[config.mk]
export PLATFORM = sky130hd
export DESIGN_NAME = spi_sclk_gen
export DESIGN_NICKNAME = d
export VERILOG_FILES = /design/src/rtl/spi_sclk_gen.sv
export SDC_FILE = /design/constraint.sdc
export NUM_CORES = 1
export LEC_CHECK = 0
export BUFFER_PORTS_ARGS = -buffer_cell sky130_fd_sc_hd__buf_2
export CAP_MARGIN = 20
export CORE_ASPECT_RATIO = 1.75
export CORE_MARGIN = 4
export CORE_UTILIZATION = 30
export DETAILED_ROUTE_END_ITERATION = 8
export GPL_ROUTABILITY_DRIVEN = 0
export SYNTH_ARGS = -nofsm -noshare
export SYNTH_HDL_FRONTEND = slang
export SYNTH_SLANG_ARGS = --single-unit
[constraint.sdc]
create_clock -name clk -period 10.07 [get_ports clk]
set_input_delay 2.014 -clock clk [delete_from_list [all_inputs] [get_ports clk]]
set_output_delay 2.014 -clock clk [all_outputs]
set_load 0.05 [all_outputs]
[src/rtl/spi_sclk_gen.sv]
module spi_sclk_gen #(
  parameter int EXP_W = 4,
  parameter int CNT_W = 8
) (
  input  logic             clk,
  input  logic             rst_n,
  input  logic             en,
  input  logic             timer_mode,
  input  logic [EXP_W-1:0] prescale_exp,
  input  logic [CNT_W-1:0] hi_len,
  input  logic [CNT_W-1:0] lo_len,
  input  logic             cpol,
  input  logic             cpha,
  output logic             sclk,
  output logic             sample_stb,
  output logic             shift_stb,
  output logic             timer_expire
);
  localparam int DIV_W = 1 << EXP_W;
  localparam int TMR_W = 2 * CNT_W;

  logic [DIV_W-1:0] presc;
  logic [DIV_W-1:0] presc_mask;
  logic             tick;
  logic             act;
  logic [CNT_W-1:0] ph_cnt;
  logic [CNT_W-1:0] ph_len;
  logic             ph_end;
  logic [TMR_W-1:0] tmr_cnt;
  logic [TMR_W-1:0] reload;
  logic             tmr_end;

  assign presc_mask = ~({DIV_W{1'b1}} << prescale_exp);
  assign tick       = (presc == presc_mask);
  assign sclk       = act ^ cpol;
  assign ph_len     = sclk ? hi_len : lo_len;
  assign ph_end     = tick && (ph_len == '0 || ph_cnt == ph_len - CNT_W'(1));
  assign reload     = {hi_len, lo_len};
  assign tmr_end    = tick && (tmr_cnt == reload - TMR_W'(1));

  always_ff @(posedge clk or negedge rst_n) begin
    if (!rst_n) begin
      presc        <= '0;
      act          <= 1'b0;
      ph_cnt       <= '0;
      tmr_cnt      <= '0;
      sample_stb   <= 1'b0;
      shift_stb    <= 1'b0;
      timer_expire <= 1'b0;
    end else begin
      sample_stb   <= 1'b0;
      shift_stb    <= 1'b0;
      timer_expire <= 1'b0;
      if (timer_mode) begin
        act    <= 1'b0;
        ph_cnt <= '0;
        if (en) begin
          presc <= tick ? '0 : presc + DIV_W'(1);
          if (tick) tmr_cnt <= tmr_end ? '0 : tmr_cnt + TMR_W'(1);
          timer_expire <= tmr_end;
        end else begin
          presc   <= '0;
          tmr_cnt <= '0;
        end
      end else begin
        tmr_cnt <= '0;
        if (!en && !act) begin
          presc  <= '0;
          ph_cnt <= '0;
        end else begin
          presc <= tick ? '0 : presc + DIV_W'(1);
          if (ph_end) begin
            ph_cnt     <= '0;
            act        <= ~act;
            sample_stb <= act ~^ cpha;
            shift_stb  <= act ^ cpha;
          end else if (tick) begin
            ph_cnt <= ph_cnt + CNT_W'(1);
          end
        end
      end
    end
  end
endmodule

==> results.py, run 1 <==
metrics = {
    "floorplanning": {
        "ioPinCount": 30,
        "rows": 54,
        "die-area_sq_um": 14800,
        "fp.dieH_um": 158,
        "fp.dieW_um": 93.8,
        "core_area_sq_um": 12600,
        "start_util": 0.308,
    },
    "yosys": {
        "synth_top_area_frac": 0.285,
        "ys.flop_type": "dfrtp_1",
        "synth_edf_count": 0,
        "syn_area_sq_um": 3860,
        "avgSynthCellArea_sq_um": 8.02,
        "synthesis.nets": 514,
        "ys_ff_latch": 44,
        "ys_async_sr_fraction": 1.00,
        "synthCells": 482,
        "ys_seq_area_frac": 0.285,
        "synth.area.top_cells": "dfrtp_1, xnor2_1, xor2_1",
        "ys.warnings.count": 0,
        "yosysUniqueCellTypes": 67,
        "synth_area_leader_cell": "dfrtp_1",
    },
    "finish": {
        "final_common_cell": "nor2_1",
        "antennaDiodeCount": 0,
        "postLayoutCoreUtil": 0.341,
        "fin_nets": 519,
        "final_cell_mix": "nor2_1, nand2_1, dfrtp_1",
        "layout-drive-gt1-share": 0.117,
        "syn_to_final_growth_pct": 10.9,
    },
    "clock_tree": {
        "cts_tree": "yes",
        "cts_resized": 0,
        "cts.path.max_buffers": 2,
        "numClockSinks": 44,
        "cts_hold_buffers": 0,
        "cts_buffers": 5,
        "cts.htree.levels": 2,
        "worstSkewPairLatency_ns": 0.28,
        "post-cts-setup-buffer-count": 0,
        "path_clk_slew_ns": 0.06,
        "cts_root_buffer": "clkbuf_16",
    },
    "power": {
        "vdd_ir_drop_max_mv": 0.0842,
        "power_per_cell_area_nw_per_um2": 112,
        "p_leak_nw": 1.66,
    },
    "timing": {
        "fmax_mhz": 189,
        "skew_ns": 0.00429,
        "slew_violations": 0,
        "hold_viol": 0,
        "fin_setup_tns_ns": 0,
        "setup-violations-final": 0,
        "rsz0062_at_grt": "no",
        "tightest_slew_ns": 0.926,
        "max-slew-margin-rel": 0.377,
        "min_period_ns": 5.29,
        "timing.final.crit_share": 0.525,
    },
    "grt": {
        "grt_overflow_total": 0,
        "gr-usage-all-layers": 0.142,
        "grt_max_degree": 45,
        "grt_pass1_vias": 3533,
        "grt_pass1_wl_um": 17000,
        "antenna_found_initial": 0,
    },
    "route": {
        "drt_iter0_drc": 173,
        "first_pass_iters": 4,
        "ant_nets": 0,
        "wl_um": 10300,
        "wl_per_cell_um": 15.7,
        "post-route-drc-count": 0,
        "viasPerCell": 5.59,
        "via_count": 3667,
    },
    "setup_path": {
        "path_class": "primary input to output pin",
        "cp-start-kind": "primary input",
        "cp_data_required_time_ns": 8.06,
        "worstPathArrival_ns": 3.28,
        "end_kind": "output pin",
        "critPathMaxFanout": 16,
    },
    "placement": {
        "portBuffers": 29,
        "hpwl_um": 7820,
    },
    "job": {
        "cap_violations": 0,
    },
    "hold_path": {
        "hold_path.class": "flip-flop to flip-flop",
    },
    "run_status": {
        "status": "complete, no violations",
    },
}
path summary, 6_finish.rpt:
kind | startpoint | endpoint | slack [ns] | cells past startpoint
setup / recovery | cpol | sclk | 4.78 | 4
hold / removal | presc[15] | presc[15] | 0.56 | 2
setup reg to reg | act | act | 6.34 | 11
hold reg to reg | presc[15] | presc[15] | 0.56 | 2
max in group asynchronous | rst_n | tmr_cnt[4] | 7.85 | 2
min in group asynchronous | rst_n | tmr_cnt[13] | 1.81 | 2
layout make-up:
type | count | area (sq um)
clock buffers | 5 | 125
clock inverters | 3 | 90.1
fillers | 1347 | 8280
inverters | 8 | 30.0
multi-input cells | 397 | 2570
flip-flops and latches | 44 | 1100
well taps | 168 | 210
repair buffers | 31 | 160
power by group:
| group | switching (mW) | leakage [nW] | internal (mW) |
|---|---|---|---|
| Clock | 0.0691 | 0.104 | 0.167 |
| Sequential | 0.00182 | 0.612 | 0.178 |
| Combinational | 0.0430 | 0.946 | 0.0232 |
logic make-up (layout without fill, tap and decap cells):
family,count (synthesis),count (layout),synth area share
buffers and inverters,41,47,0.0505
AND/OR/NAND/NOR,247,247,0.338
flip-flops,44,44,0.285
AO/OA/AOI/OAI,75,75,0.147
adder cells (fa/ha/maj),7,7,0.0220
multiplexers,10,10,0.0262
XOR/XNOR,58,58,0.131
per-stage QoR:
stage                     std cells  cell area, sq um  hold slack, ns  power (mW)  setup WS, ns
after global placement          647              4060           0.536       0.247          4.85
after floorplan                 482              3860           0.484       0.228          5.19
after global routing            656              4290           0.627       0.502          4.70
final                           656              4290           0.565       0.482          4.78
after detailed placement        647              4060           0.550       0.249          4.73
after CTS                       655              4280           0.569       0.488          4.81
flip-flops by register name (all words and copies together), names as in the netlist:
register	count
act	1
ph_cnt	8
presc	16
sample_stb	1
shift_stb	1
timer_expire	1
tmr_cnt	16
worst max-delay path, stage by stage:
cell     delay [ns]
buf_2          0.10
xnor2_1        0.56
inv_2          0.30
buf_2          0.30
synthesized netlist by cell type (5+ instances only):
| cell | instances |
|---|---|
| buf_2 | 6 |
| a311o_1 | 9 |
| nor2_1 | 49 |
| nand4b_1 | 7 |
| ha_1 | 6 |
| o21ai_0 | 9 |
| and3_1 | 8 |
| clkbuf_1 | 20 |
| mux2i_1 | 9 |
| nor4_1 | 12 |
| nor2b_1 | 7 |
| nand2_1 | 44 |
| xor2_1 | 27 |
| inv_1 | 7 |
| nor3b_1 | 5 |
| nor3_1 | 35 |
| xnor2_1 | 31 |
| nand2b_1 | 5 |
| dfrtp_1 | 44 |
| nand3_1 | 39 |
| a21oi_1 | 14 |
| nand4_1 | 8 |
layer usage:
layer	up-vias	track usage	wire length, um	part of all wire
met5	-	0	0	0
met4	0	0.0861	337	0.033
met3	23	0.0195	339	0.033
met2	88	0.258	5540	0.54
met1	1791	0.152	4110	0.40
li1	1765	-	-	-
Note: power is estimated with default switching activity, not from simulation.
==> run 2, diff against run 1 <==
ABC_AREA = 1   (was not set)
clock period = 4.39 ns   (was 10.07 ns; I/O delays follow)
==> results.py, run 2 <==
metrics = {
    "timing": {
        "timing.final.crit_share": 0.621,
        "min_period_ns": 2.73,
        "setup-violations-final": 0,
        "hold_viol": 0,
        "tightest_slew_ns": 0.465,
        "whs_ns": 0.425,
        "rsz0062_at_grt": "no",
        "fin_setup_tns_ns": 0,
        "fmax_mhz": 367,
        "max-slew-margin-rel": 0.689,
        "skew_ns": 0.00671,
        "slew_violations": 0,
    },
    "floorplanning": {
        "start_util": 0.309,
        "core_area_sq_um": 12100,
        "fp.dieW_um": 92.3,
        "fp.dieH_um": 155,
        "die-area_sq_um": 14300,
        "rows": 53,
        "ioPinCount": 30,
    },
    "power": {
        "power_per_cell_area_nw_per_um2": 235,
        "p_leak_nw": 2.06,
        "vdd_ir_drop_max_mv": 0.116,
        "power_mw": 0.988,
    },
    "clock_tree": {
        "numClockSinks": 44,
        "cts_buffers": 5,
        "cts_hold_buffers": 0,
        "cts_tree": "yes",
        "worstSkewPairLatency_ns": 0.29,
        "path_clk_slew_ns": 0.06,
        "cts.path.max_buffers": 2,
        "post-cts-setup-buffer-count": 0,
        "cts_resized": 0,
        "cts.htree.levels": 2,
        "cts_root_buffer": "clkbuf_16",
    },
    "setup_path": {
        "cp_data_required_time_ns": 4.54,
        "worstPathArrival_ns": 2.88,
        "cp-start-kind": "primary input",
        "end_kind": "flip-flop",
        "cp_slowest_cell": "nand2_1",
        "critPathMaxFanout": 12,
        "slowest_delay_ns": 0.37,
        "path_class": "primary input to flip-flop",
        "crit_chain": "buf_2, inv_1, ha_1, nand3_1, nor2_1, nand2_1, nor2_2, xor2_1, nand2_1, nor2_1, nand3_1, nand2_1, nor2_1",
    },
    "yosys": {
        "synth_top_area_frac": 0.295,
        "syn_area_sq_um": 3730,
        "synth_common_cells": "nand2_1, nor2_1, inv_1",
        "synth.area.top_cells": "dfrtp_1, nand2_1, nand3_1",
        "post-synth-top-count-cell": "nand2_1",
        "ys.flop_type": "dfrtp_1",
        "synth_area_leader_cell": "dfrtp_1",
        "ys_async_sr_fraction": 1.00,
        "synthCells": 573,
        "yosysUniqueCellTypes": 33,
        "synthesis.nets": 605,
        "ys_ff_latch": 44,
        "ys.warnings.count": 0,
        "avgSynthCellArea_sq_um": 6.50,
        "synth_edf_count": 0,
        "ys_seq_area_frac": 0.295,
    },
    "route": {
        "via_count": 3641,
        "wl_per_cell_um": 12.8,
        "drt_iter0_drc": 184,
        "post-route-drc-count": 0,
        "wl_um": 9830,
        "viasPerCell": 4.74,
        "first_pass_iters": 7,
        "ant_nets": 0,
    },
    "grt": {
        "grt_pass1_vias": 3558,
        "gr-usage-all-layers": 0.141,
        "grt_pass1_wl_um": 16300,
        "grt_overflow_total": 0,
        "use_met3": 0.0223,
        "grt_max_degree": 45,
        "met1_usage": 0.146,
        "antenna_found_initial": 0,
        "use_met2": 0.268,
        "grt_busiest_layer": "met2",
    },
    "finish": {
        "syn_to_final_growth_pct": 12.8,
        "antennaDiodeCount": 0,
        "top_regs": "presc x16, tmr_cnt x16, ph_cnt x8",
        "final_common_cell": "nand2_1",
        "layout-drive-gt1-share": 0.104,
        "fin_nets": 636,
        "final_cell_mix": "nand2_1, nor2_1, inv_1",
    },
    "hold_path": {
        "hold_path.class": "primary input to asynchronous set/reset pin",
    },
    "job": {
        "cap_violations": 0,
    },
    "placement": {
        "portBuffers": 29,
        "hpwl_um": 7960,
    },
    "run_status": {
        "status": "complete, no violations",
    },
}
## run 2: cell count changes in the layout (fill, tap and decap cells not counted), sizes merged, moves of 14 or more
cell   delta
inv      +63
nand2   +135
nand3    +27
nor2     +40
nor3     -17
nor4     -14
xnor2    -22
## run 2: logic make-up (layout without fill, tap and decap cells)
logic type      count (synthesis)  in the layout  share of synthesized area
buf+inv                        77            107                     0.0866
compound gates                 30             30                     0.0446
xor+xnor                       43             43                      0.105
fa+ha+maj                       6              6                     0.0201
simple gates                  373            373                      0.448
flops                          44             44                      0.295
## run 2: cell type report
| cell class | count | area, sq um |
|---|---|---|
| Tap cell | 165 | 206 |
| Clock inverter | 1 | 30.0 |
| Inverter | 71 | 272 |
| Sequential cell | 44 | 1100 |
| Clock buffer | 5 | 125 |
| Multi-Input combinational cell | 452 | 2300 |
| Fill cell | 1350 | 7870 |
| Timing Repair Buffer | 30 | 165 |
## run 2: final timing paths
check	from	to	slack (ns)	cells after the start
max in group asynchronous	rst_n	ph_cnt[0]	3.50	2
worst max register to register	act	ph_cnt[4]	1.97	13
min in group clk	presc[0]	presc[0]	0.52	1
worst min-delay path	rst_n	presc[8]	0.43	1
worst min register to register	presc[0]	presc[0]	0.52	1
worst max-delay path	lo_len[0]	tmr_cnt[12]	1.66	13
## run 2: metrics by stage
step                cells  area [sq um]  setup slack [ns]   util
floorplan             573          3730              1.90      -
global placement      761          4030              1.44  0.334
finish                768          4200              1.66  0.348
detailed placement    761          4030              1.34  0.334
CTS                   767          4180              1.65  0.347
global route          768          4200              1.41  0.348
## run 2: critical path, delay by kind of cell
family,cells,cell delay (ns)
and+or+nand+nor,9,1.37
xor gates and xnor gates,1,0.23
adders and majority gates,1,0.20
buffers and inverters,2,0.21
## run 2: metal layers
| layer | routed length [um] | share of wire | up-vias |
|---|---|---|---|
| met2 | 5350 | 0.54 | 53 |
| met4 | 366 | 0.037 | 0 |
| met5 | 0 | 0 | - |
| met1 | 3880 | 0.40 | 1686 |
| met3 | 225 | 0.023 | 21 |
| li1 | - | - | 1881 |
## run 2: where the power goes
group | total [mW] | internal (mW) | switching [mW]
clock network | 0.415 | 0.262 | 0.153
registers | 0.412 | 0.409 | 0.00370
logic | 0.161 | 0.0531 | 0.107
==> run 3, diff against run 2 <==
clock period = 2.2 ns   (was 4.39 ns; I/O delays follow)
==> results.py, run 3 (synthesis gave the netlist of run 2 again) <==
metrics = {
    "run_status": {
        "status": "complete, no violations",
    },
    "route": {
        "wl_per_cell_um": 13.0,
        "via_count": 3909,
        "post-route-drc-count": 0,
        "first_pass_iters": 4,
        "drt_iter0_drc": 157,
        "ant_nets": 0,
        "viasPerCell": 4.74,
        "wl_um": 10700,
    },
    "clock_tree": {
        "cts_root_buffer": "clkbuf_16",
        "cts_tree": "yes",
        "worstSkewPairLatency_ns": 0.29,
        "cts_hold_buffers": 0,
        "cts.path.max_buffers": 2,
        "path_clk_slew_ns": 0.07,
        "cts_buffers": 5,
        "cts.htree.levels": 2,
        "numClockSinks": 44,
    },
    "finish": {
        "instances_no_fill": 825,
        "finish.instance_area_sq_um": 4740,
        "n_fill_cell": 1327,
        "syn_to_final_growth_pct": 27.2,
        "top_regs": "presc x16, tmr_cnt x16, ph_cnt x8",
        "final_cell_mix": "nand2_1, nor2_1, inv_1",
        "fin_nets": 691,
        "final_common_cell": "nand2_1",
        "layout-drive-gt1-share": 0.208,
        "antennaDiodeCount": 0,
    },
    "timing": {
        "hold_viol": 0,
        "rsz0062_at_grt": "yes",
        "whs_ns": 0.0841,
        "fin_setup_tns_ns": 0,
        "timing.final.crit_share": 0.929,
        "skew_ns": 0.00760,
        "slew_violations": 0,
        "setup-violations-final": 0,
        "tightest_slew_ns": 0.452,
        "fmax_mhz": 489,
        "setup_ws_ns": 0.156,
        "max-slew-margin-rel": 0.699,
        "min_period_ns": 2.04,
    },
    "floorplanning": {
        "rows": 53,
        "start_util": 0.309,
        "die-area_sq_um": 14300,
        "fp.dieW_um": 92.3,
        "fp.dieH_um": 155,
        "core_area_sq_um": 12100,
        "ioPinCount": 30,
    },
    "power": {
        "power_per_cell_area_nw_per_um2": 450,
        "p_int_mw": 1.54,
        "power_switching_mw": 0.588,
        "p_comb_frac": 0.185,
        "seqPwrFrac": 0.385,
        "sw_frac_of_total": 0.276,
        "vdd_ir_drop_max_mv": 0.278,
        "clockPowerShare": 0.429,
        "p_leak_nw": 2.36,
    },
    "grt": {
        "grt_max_degree": 20,
        "grt_overflow_total": 0,
        "gr-usage-all-layers": 0.154,
        "grt_pass1_wl_um": 17800,
        "antenna_found_initial": 0,
        "grt_pass1_vias": 3993,
    },
    "setup_path": {
        "reg2reg_setup_slack_ns": 0.16,
        "ff2ff_path_depth": 16,
        "end_kind": "flip-flop",
        "rr_startpoint": "act",
        "worstPathArrival_ns": 2.22,
        "path_class": "flip-flop to flip-flop",
        "cp-start-kind": "flip-flop",
        "r2r_end": "ph_cnt[3]",
        "cp_data_required_time_ns": 2.38,
        "critPathMaxFanout": 10,
    },
    "placement": {
        "dp_slack_ns": -0.138,
        "place_area_sq_um": 4450,
        "hpwl_um": 8760,
        "portBuffers": 29,
        "placed_cells": 814,
    },
    "job": {
        "cap_violations": 0,
    },
    "hold_path": {
        "hold_path.class": "primary input to asynchronous set/reset pin",
    },
}
## run 3: changes by cell type in the layout (fill, tap and decap cells not counted), sizes merged
cell / before / now
clkinv: 0 / 1
clkbuf: 5 / 6
buf: 30 / 85
## run 3: worst max-delay path: stages (launching register included)
cell      delay [ns]
dfrtp_2         0.43
inv_2           0.08
nand2_4         0.12
nand3_1         0.10
nand2_2         0.13
buf_4           0.13
nand3_1         0.14
nor2_1          0.12
nand2_1         0.06
nand2_1         0.06
nand2_1         0.06
nor2_2          0.09
nand2_1         0.07
nand2_2         0.10
nand2_4         0.09
nand3b_1        0.10
nand2_1         0.06
## run 3: final cells by class
class,instances,area [sq um],share of cell area
multi-input combinational,452,2390,0.504
sequential,44,1100,0.233
timing repair buffer,85,591,0.125
inverter,71,272,0.0573
tap,165,206,0.0436
clock buffer,6,139,0.0293
clock inverter,2,38.8,0.00818
## run 3: power groups by stage
stage                     registers [mW]  clock network, mW  logic, mW
after global routing               0.823              0.960      0.440
after CTS                          0.822              0.932      0.381
after floorplan                    0.836                  0      0.215
after global placement             0.837                  0      0.373
after detailed placement           0.837                  0      0.381
final                              0.822              0.916      0.395
## run 3: metal layers
layer	track usage	up-vias	part of all wire
met3	0.0189	28	0.023
met5	0	-	0
met4	0.0780	0	0.041
met1	0.158	1834	0.39
li1	-	1987	-
met2	0.298	60	0.55
## run 3: timing repair
item,CTS,global route
gates resized for setup,0,22
setup endpoints to repair,0,27
endpoints found under the hold margin,0,0
setup buffers,0,3
## run 3: worst max-delay path by stage
stage / startpoint / endpoint / slack (ns)
after global routing: act / ph_cnt[3] / -0.006
after global placement: lo_len[0] / tmr_cnt[14] / -0.08
after CTS: act / ph_cnt[3] / 0.03
after floorplan: cpol / ph_cnt[3] / 0.15
after detailed placement: lo_len[0] / tmr_cnt[14] / -0.14
final: act / ph_cnt[3] / 0.16
## run 3: metrics by stage
stage / power [mW] / util
after floorplan: 1.05 / -
after global routing: 2.22 / 0.393
final: 2.13 / 0.393
after global placement: 1.21 / 0.369
after CTS: 2.13 / 0.383
after detailed placement: 1.22 / 0.369
